$ cat config.mk
export PLATFORM = sky130hd
export DESIGN_NAME = fused_rs
export DESIGN_NICKNAME = d
export VERILOG_FILES = /design/src/rtl/fused_rs.sv
export SDC_FILE = /design/constraint.sdc
export NUM_CORES = 1
export LEC_CHECK = 0
export ABC_AREA = 1
export CAP_MARGIN = 40
export CORE_MARGIN = 2
export CORE_UTILIZATION = 59
export CTS_BUF_LIST = sky130_fd_sc_hd__clkbuf_8
export DETAILED_ROUTE_END_ITERATION = 12
export PLACE_DENSITY_LB_ADDON = 0.05
export SETUP_SLACK_MARGIN = 0.4
export SLEW_MARGIN = 15
export SYNTH_ARGS = -nofsm -noshare
export SYNTH_HDL_FRONTEND = slang
export SYNTH_SLANG_ARGS = --single-unit
$ cat constraint.sdc
create_clock -name clk -period 7.9 [get_ports clk]
set_clock_uncertainty 0.15 [all_clocks]
set_input_delay 0.79 -clock clk [delete_from_list [all_inputs] [get_ports clk]]
set_output_delay 0.79 -clock clk [all_outputs]
set_load 0.01 [all_outputs]
$ cat src/rtl/fused_rs.sv
module fused_rs #(
  parameter int ENTRIES = 4,
  parameter int TAG_W   = 6,
  localparam int IDX_W  = $clog2(ENTRIES)
) (
  input  logic               clk,
  input  logic               rst_n,
  input  logic               flush,
  input  logic               alloc_valid,
  input  logic               alloc_is_store,
  input  logic [3*TAG_W-1:0] alloc_src_tag,
  input  logic [2:0]         alloc_src_rdy,
  output logic               alloc_ready,
  input  logic               wake_valid,
  input  logic [TAG_W-1:0]   wake_tag,
  output logic               a_valid,
  output logic [IDX_W-1:0]   a_idx,
  output logic               a_is_store,
  output logic               b_valid,
  output logic [IDX_W-1:0]   b_idx,
  output logic               b_is_store,
  input  logic               a_done_valid,
  input  logic [IDX_W-1:0]   a_done_idx,
  input  logic               a_done_fault,
  input  logic               b_done_valid,
  input  logic [IDX_W-1:0]   b_done_idx,
  input  logic               b_done_fault,
  output logic               ret_valid,
  output logic [IDX_W-1:0]   ret_idx,
  output logic               ret_is_store,
  output logic               ret_fault
);
  logic [ENTRIES-1:0] v, st, a_iss, b_iss, a_dn, b_dn, flt;
  logic [2:0]         rdy [ENTRIES];
  logic [TAG_W-1:0]   tg  [ENTRIES][3];
  logic [IDX_W-1:0]   head, tail;
  logic [IDX_W:0]     cnt;
  logic [ENTRIES-1:0] a_elig, b_elig;
  logic               alloc_fire;

  assign alloc_ready = (cnt != (IDX_W+1)'(ENTRIES));
  assign alloc_fire  = alloc_valid && alloc_ready;

  // port A needs base and index; port B needs source 2, plus a finished load for a load-op
  for (genvar i = 0; i < ENTRIES; i++) begin : g_elig
    assign a_elig[i] = v[i] && !a_iss[i] && rdy[i][0] && rdy[i][1];
    assign b_elig[i] = v[i] && !b_iss[i] && rdy[i][2] && (st[i] || a_dn[i]);
  end

  // scan from youngest to oldest so the oldest eligible slot is the one kept
  always_comb begin
    logic [IDX_W-1:0] j;
    a_valid = 1'b0; a_idx = '0;
    b_valid = 1'b0; b_idx = '0;
    for (int k = ENTRIES-1; k >= 0; k--) begin
      j = head + IDX_W'(k);
      if (a_elig[j]) begin a_valid = 1'b1; a_idx = j; end
      if (b_elig[j]) begin b_valid = 1'b1; b_idx = j; end
    end
  end

  assign a_is_store   = st[a_idx];
  assign b_is_store   = st[b_idx];
  assign ret_valid    = v[head] && a_dn[head] && b_dn[head];
  assign ret_idx      = head;
  assign ret_is_store = st[head];
  assign ret_fault    = flt[head];

  always_ff @(posedge clk) begin
    if (!rst_n || flush) begin
      v <= '0; a_iss <= '0; b_iss <= '0; a_dn <= '0; b_dn <= '0; flt <= '0; st <= '0;
      head <= '0; tail <= '0; cnt <= '0;
    end else begin
      for (int i = 0; i < ENTRIES; i++) begin
        for (int s = 0; s < 3; s++)
          if (v[i] && wake_valid && tg[i][s] == wake_tag) rdy[i][s] <= 1'b1;
        if (a_valid && a_idx == IDX_W'(i)) a_iss[i] <= 1'b1;
        if (b_valid && b_idx == IDX_W'(i)) b_iss[i] <= 1'b1;
        if (a_done_valid && a_done_idx == IDX_W'(i)) a_dn[i] <= 1'b1;
        if (b_done_valid && b_done_idx == IDX_W'(i)) b_dn[i] <= 1'b1;
        flt[i] <= flt[i]
                | (a_done_valid && a_done_idx == IDX_W'(i) && a_done_fault)
                | (b_done_valid && b_done_idx == IDX_W'(i) && b_done_fault);
        if (ret_valid && head == IDX_W'(i)) v[i] <= 1'b0;
        if (alloc_fire && tail == IDX_W'(i)) begin
          v[i]     <= 1'b1;
          st[i]    <= alloc_is_store;
          a_iss[i] <= 1'b0; b_iss[i] <= 1'b0;
          a_dn[i]  <= 1'b0; b_dn[i]  <= 1'b0;
          flt[i]   <= 1'b0;
          for (int s = 0; s < 3; s++) begin
            tg[i][s]  <= alloc_src_tag[s*TAG_W +: TAG_W];
            rdy[i][s] <= alloc_src_rdy[s]
                       | (wake_valid && alloc_src_tag[s*TAG_W +: TAG_W] == wake_tag);
          end
        end
      end
      if (alloc_fire) tail <= tail + 1'b1;
      if (ret_valid)  head <= head + 1'b1;
      cnt <= cnt + (IDX_W+1)'(alloc_fire) - (IDX_W+1)'(ret_valid);
    end
  end
endmodule


; ---- After elaboration in Yosys (flattened, before gate mapping)
; Memory sizes are Yosys's and may differ from the RTL's.
; Cells that the tools add are included.
; W data, S select, Z words.
[word_totals]
regBits = 35
elab_cells = 334
inputBits = 41
memories = 2
output_inout_bits = 14
ram_bits = 84
[mem_list]
columns = memory, words, word_bits, read_ports, rd_clocked_by_memory_dff, write_ports, line
row1 = tg, 4, 18, 4, 0, 1, 35  ; logic [TAG_W-1:0] tg [ENTRIES][3];
row2 = rdy, 4, 3, 4, 0, 4, 34  ; logic [2:0] rdy [ENTRIES];
[classes]
muxes = 123
addsub = 6
n_eq_ne = 34
n_lt_le_gt_ge = 6
n_bitwise = 23
n_reduce_logical = 109
[ops]
columns = op, count
row1 = $mux W1, 94
row2 = $eq A6 B6 Y1, 15
row3 = $logic_and A1 B1 Y1, 78
row4 = $mux W18, 3
row5 = $reduce_or A18 Y1, 3
row6 = $bmux W1 S2, 15
row7 = $eq A2 B2 Y1 const B, 12
row8 = $or A1 B1 Y1, 23
row9 = $mux W2, 11
row10 = $lt A2 B3 Y1 const B, 6
row11 = $eq A2 B1 Y1 const B, 6
row12 = $logic_not A2 Y1, 6
row13 = $logic_not A1 Y1, 9
row14 = $reduce_bool A2 Y1, 4
row15 = $reduce_or A2 Y1, 4
row16 = $logic_or A1 B1 Y1, 5
row17 = $add A2 B1 Y2 const B, 2
row18 = $add A2 B2 Y2 const B, 2
row19 = $add A3 B1 Y3, 1
row20 = $ne A3 B3 Y1 const B, 1
row21 = $sub A3 B1 Y3, 1

; ---- Depth between registers and ports, before layout
[logic_depth]
word_depth = 12
ltp_mapped = 16
depth_no_buf = 15

; ---- Least setup slack after synthesis
; No wires, ideal clock.
[synth_timing]
path_type = input to register
startpoint = input rst_n
endpoint = memory rdy[1][1] (enable)
slack_ns = 4.821
stages = 6
arrival_ns = 2.594
t_required_ns = 7.416
cell_sequence = inv_1 -> nor2_1 -> inv_1 -> nor2_1 -> inv_1 -> o41ai_1
[synth_rtl]
columns = element, line
row1 = start: declaration, 7  ; input logic rst_n,
row2 = end: declaration, 34

; ---- Worst setup path after layout
[layout_timing]
startpoint = register head[0], in the netlist ret_idx[0]
endpoint = output b_is_store
[layout_via]
elab_chain_cells = 9
word_cells_on_any_way = 17
[layout_rtl]
columns = element, line
row1 = start: declaration, 36  ; logic [IDX_W-1:0] head, tail;
row2 = start signal: assignment, 99  ; if (ret_valid) head <= head + 1'b1;
row3 = $add A2 B2 Y2, 56  ; j = head + IDX_W'(k);
row4 = $bmux W1 S2, 58  ; if (b_elig[j]) begin b_valid = 1'b1; b_idx = j; end
row5 = $mux W1 (not written as such), 58
row6 = $mux W2 (3 in a row), 58
row7 = $mux W2 (*), 58
row8 = $bmux W1 S2 (*), 63  ; assign b_is_store = st[b_idx];
row9 = $mux W1 (not written as such) (*), 63
row10 = end: declaration, 21  ; output logic b_is_store,
; Mark *: on every way between the ends. The rest lies on a longest branch, timed or not. The select of a mux whose other input is x is not followed.

==> results by stage <==
Worst setup path:
- For this design, the slowest cell found on the critical path is sky130_fd_sc_hd__dfxtp_1.
- The sort of element at the end of the critical path is an output port.
- The worst register-to-register path begins at ret_idx[0].
- The category of the worst setup path launch point is a flip-flop.
- The endpoint required time on the critical path is 6.96 ns.
- The arrival time at the worst endpoint is 3.46 ns.
- The worst stage delay on the critical path is 0.77 ns.
- The cell seen most often among critical-path stages is sky130_fd_sc_hd__nand2_1.
- Traced cell by cell, the critical path runs through inv_2, ha_1, inv_1, nand2_1, nand2_1, inv_1, nand2_2, nand2_1, nand2_2, nand2_2, nand2_1, nand2_1, nand2_1, nand2_1, clkdlybuf4s50_1.
- The worst setup path is of the reg -> out kind.
- The beginning of the critical path is ret_idx[0].
- The maximum fanout encountered on the critical timing path is 24.

Floorplanning:
- The die width is 104 um.
- Measured along the y axis, the die boundary spans 104 um.
- Row generation in the floorplan step produced 36 rows.
- The starting density of the core is 0.602.
- The number of placed I/O pins is 55.
- The die covers 10700 um^2.
- The total area inside the core boundary comes to 9730 um^2.

STA:
- The share of the cycle needed by the critical path after routing is 0.557.
- The time the final worst path needs with I/O delays and setup is 4.40 ns.
- The setup TNS is 0 ns.
- Setup repair after global routing left no endpoint under its margin.
- The pin slew with the least headroom to its limit is 0.837 ns.
- The count of final hold-check violations was 0.
- Headroom to the max-slew limit came out at 0.440.
- The upper clock frequency limit is 227 MHz.
- The total of endpoints with negative setup slack in the final report is 0.
- The max-slew violation count is 0.

Worst hold path:
- In this run the most critical hold path is launched from a_iss[2].
- The type of the worst min-delay path is reg -> reg.

Synth:
- The portion of the post-synthesis area used by sequential elements is 0.548.
- The most used standard cell by instance count after synthesis is sky130_fd_sc_hd__nand2_1.
- The post-synthesis instance area is 5860 um^2.
- The mean post-synth cell area is 9.59 um^2.
- In this run, synthesis inferred 83 flip-flops with an integrated enable.
- The fraction of registers with async set/reset is 0.
- Sorting the synthesized cells by how often they occur yields 130 x sky130_fd_sc_hd__nand2_1, 83 x sky130_fd_sc_hd__edfxtp_1, 56 x sky130_fd_sc_hd__inv_1.
- The proportion of netlist area held by the largest area contributor is 0.425.
- The leading register cell type out of synthesis is sky130_fd_sc_hd__edfxtp_1.
- The post-synthesis cell type count is 36.
- The number of nets in the synthesized netlist is 663.
- The number of storage elements in the synthesis netlist is 119.
- By area the synthesized netlist is led by sky130_fd_sc_hd__edfxtp_1 43%, sky130_fd_sc_hd__dfxtp_1 12%, sky130_fd_sc_hd__nand2_1 8.3%.
- The most area-hungry cell type in the Yosys netlist is sky130_fd_sc_hd__edfxtp_1.
- Synthesis produced 611 cells.
- The number of warnings reported in the yosys synthesis log is 0.

CTS:
- The insertion delay to the later sink of the worst-skew pair is 0.45 ns.
- The CTS sink count is 119.
- The TritonCTS clock tree is yes.
- Counting along the longest clock path gives a buffer depth of 2.
- The post-cts gate resize count is 0.
- In this run the number of H-tree levels came out at 4.
- The total clock buffers created by CTS is 17.
- Once the clock tree was built, the setup fixing pass inserted 0 buffers.
- For this design, the CTS-stage hold fixing added 0 buffers.
- The post-CTS clock slew at the launch and capture registers of the worst setup and hold paths is 0.07 ns.
- CTS placed an instance of sky130_fd_sc_hd__clkbuf_8 at the clock tree root.

Placement:
- The number of buffers added on ports is 54.
- The total cell area at the placement stage is 6550 um^2.
- Including well taps, the total number of placed cells is 789.
- The HPWL after detailed placement is 10.1 mm.
- Routability-driven placement finished with a final weighted congestion of 0.902.

Cells and area:
- The post-route cell area is 6930 um^2.
- The final cell count without fillers is 821.
- Counting the fill cells in the layout gives 742.
- The fraction of layout instances using a drive strength above 1 is 0.0974.
- The net count of the finished layout is 727.
- Compared with the post-synthesis result, the final layout area differs by 18.2%.
- The count of antenna diodes in the layout is 0.

GRT:
- The via count of the first global-routing pass came to 4592.
- The total global routing overflow is 0.
- In the global route stage, overall resource usage came out at 0.281.
- The first global-routing pass estimated 23.0 mm of wire.
- Entering global routing, the biggest net connects 25 pins.
- The initial antenna violation count is 0.

Route:
- The detail route stage leaves a number of antenna-violating nets equal to 0.
- The total iterations of the first detailed-routing run is 5.
- The total DRC errors in the routed layout is 0.
- Wires add up to 14.0 mm.
- The initial DRC count is 265.
- After detailed routing, no signal wire sits above met4.
- In the detailed route, the total length drawn on met2 is 7.02 mm.
- The detailed-route vias per instance is 5.48.
- In the final routing, the length of wire on met1 measures 5.60 mm.
- The per-cell routed wire length is 17.1 um.
- The met3 layer wire length in the routed design is 784 um.
- Across all layers, the routed design uses 4495 vias.

Power:
- The switching share of power is 0.238.
- The power share of the clock group is 0.400.
- The share of total power dissipated in sequential elements is 0.522.
- The power per standard cell area is 188 nW/um^2.
- The internal power of the cells totals 994 uW.
- Power comes to 1300 uW.
- The analysis attributes to net switching a power of 310 uW.
- The power share of the combinational group is 0.078.
- The analysis attributes to cell leakage a power of 0.00255 uW.
- Across the VDD grid, the largest voltage drop is 170 uV.

Outcome:
- The run finished with clean final reports.

Flow run:
- The count of maximum capacitance violations is 0.
metrics by stage:
step | hold WS, ns | utilization | worst slack (ns)
floorplan | 0.280 | - | 4.82
global placement | 0.303 | 0.672 | 4.13
detailed placement | 0.320 | 0.674 | 3.98
CTS | 0.330 | 0.712 | 3.48
global route | 0.351 | 0.712 | 3.20
finish | 0.332 | 0.712 | 3.50
logic make-up after synthesis:
family | share of synthesized area
adder cells (fa/ha/maj) | 0.0248
flip-flops | 0.548
buffers and inverters | 0.0527
AND/OR/NAND/NOR | 0.208
multiplexers | 0.00384
AO/OA/AOI/OAI | 0.0681
XOR/XNOR | 0.0942
registers in the layout, summed over array words and instances (netlist names):
signal / cells
tg: 72
b_iss: 4
v: 4
rdy: 12
a_iss: 4
st: 4
cnt: 3
tail: 2
flt: 4
a_dn: 4
ret_idx: 2
b_dn: 4
final cells by class:
cell class	count	area, um^2	area share
clock buffer	17	234	0.0338
multi-input combinational	415	2350	0.339
timing repair buffer	60	593	0.0856
sequential	119	3210	0.464
clock inverter	15	138	0.0199
tap	133	166	0.0240
inverter	62	233	0.0336
power groups by stage:
| stage | clock network, uW | registers, uW | logic [uW] |
|---|---|---|---|
| 6_report | 522 | 680 | 102 |
| 5_1_grt | 557 | 680 | 113 |
| 4_1_cts | 533 | 680 | 102 |
| 3_5_place_dp | 0 | 693 | 102 |
| 3_3_place_gp | 0 | 693 | 98.2 |
| 2_1_floorplan | 0 | 692 | 55.8 |
critical path: cells and delay by family (launching register included):
family,cells,cell delay [ns]
buf+inv,4,1.06
flops,1,0.77
simple gates,10,0.75
fa+ha+maj,1,0.45
cells in the final DEF, fill, tap and decap left out, types with 3 or more instances in the layout:
| cell | netlist | final |
|---|---|---|
| sky130_fd_sc_hd__o21ai_0 | 15 | 15 |
| sky130_fd_sc_hd__a211oi_1 | 3 | 3 |
| sky130_fd_sc_hd__nand4_1 | 27 | 27 |
| sky130_fd_sc_hd__edfxtp_1 | 83 | 83 |
| sky130_fd_sc_hd__inv_1 | 56 | 58 |
| sky130_fd_sc_hd__nand2_1 | 130 | 130 |
| sky130_fd_sc_hd__nand2_2 | 6 | 6 |
| sky130_fd_sc_hd__clkinv_2 | 0 | 3 |
| sky130_fd_sc_hd__dfxtp_1 | 36 | 36 |
| sky130_fd_sc_hd__a31oi_1 | 4 | 4 |
| sky130_fd_sc_hd__nand3_1 | 32 | 32 |
| sky130_fd_sc_hd__clkdlybuf4s50_1 | 0 | 54 |
| sky130_fd_sc_hd__buf_4 | 1 | 5 |
| sky130_fd_sc_hd__nor2_1 | 49 | 45 |
| sky130_fd_sc_hd__clkinvlp_4 | 0 | 4 |
| sky130_fd_sc_hd__o22ai_1 | 3 | 3 |
| sky130_fd_sc_hd__nor3_1 | 9 | 9 |
| sky130_fd_sc_hd__clkinv_1 | 3 | 5 |
| sky130_fd_sc_hd__a21oi_1 | 23 | 23 |
| sky130_fd_sc_hd__or2_2 | 18 | 18 |
| sky130_fd_sc_hd__ha_1 | 10 | 10 |
| sky130_fd_sc_hd__o31ai_1 | 9 | 9 |
| sky130_fd_sc_hd__clkbuf_8 | 0 | 17 |
| sky130_fd_sc_hd__inv_2 | 3 | 3 |
| sky130_fd_sc_hd__nor2_2 | 0 | 4 |
| sky130_fd_sc_hd__xnor2_1 | 50 | 50 |
| sky130_fd_sc_hd__xor2_1 | 13 | 13 |
path summary, 6_finish.rpt:
check	cells past startpoint	end	slack, ns
setup / recovery	15	b_is_store	3.50
hold / removal	2	a_iss[2]	0.33
setup reg to reg	11	cnt[2]	4.75
hold reg to reg	2	a_iss[2]	0.33
metal layers:
layer  GRT usage  vias to the layer above
met5           0                        -
met4       0.154                        0
met3      0.0761                       46
met2       0.476                      185
met1       0.324                     2071
li1            -                     2193
Power figures use the tool's default switching activity.
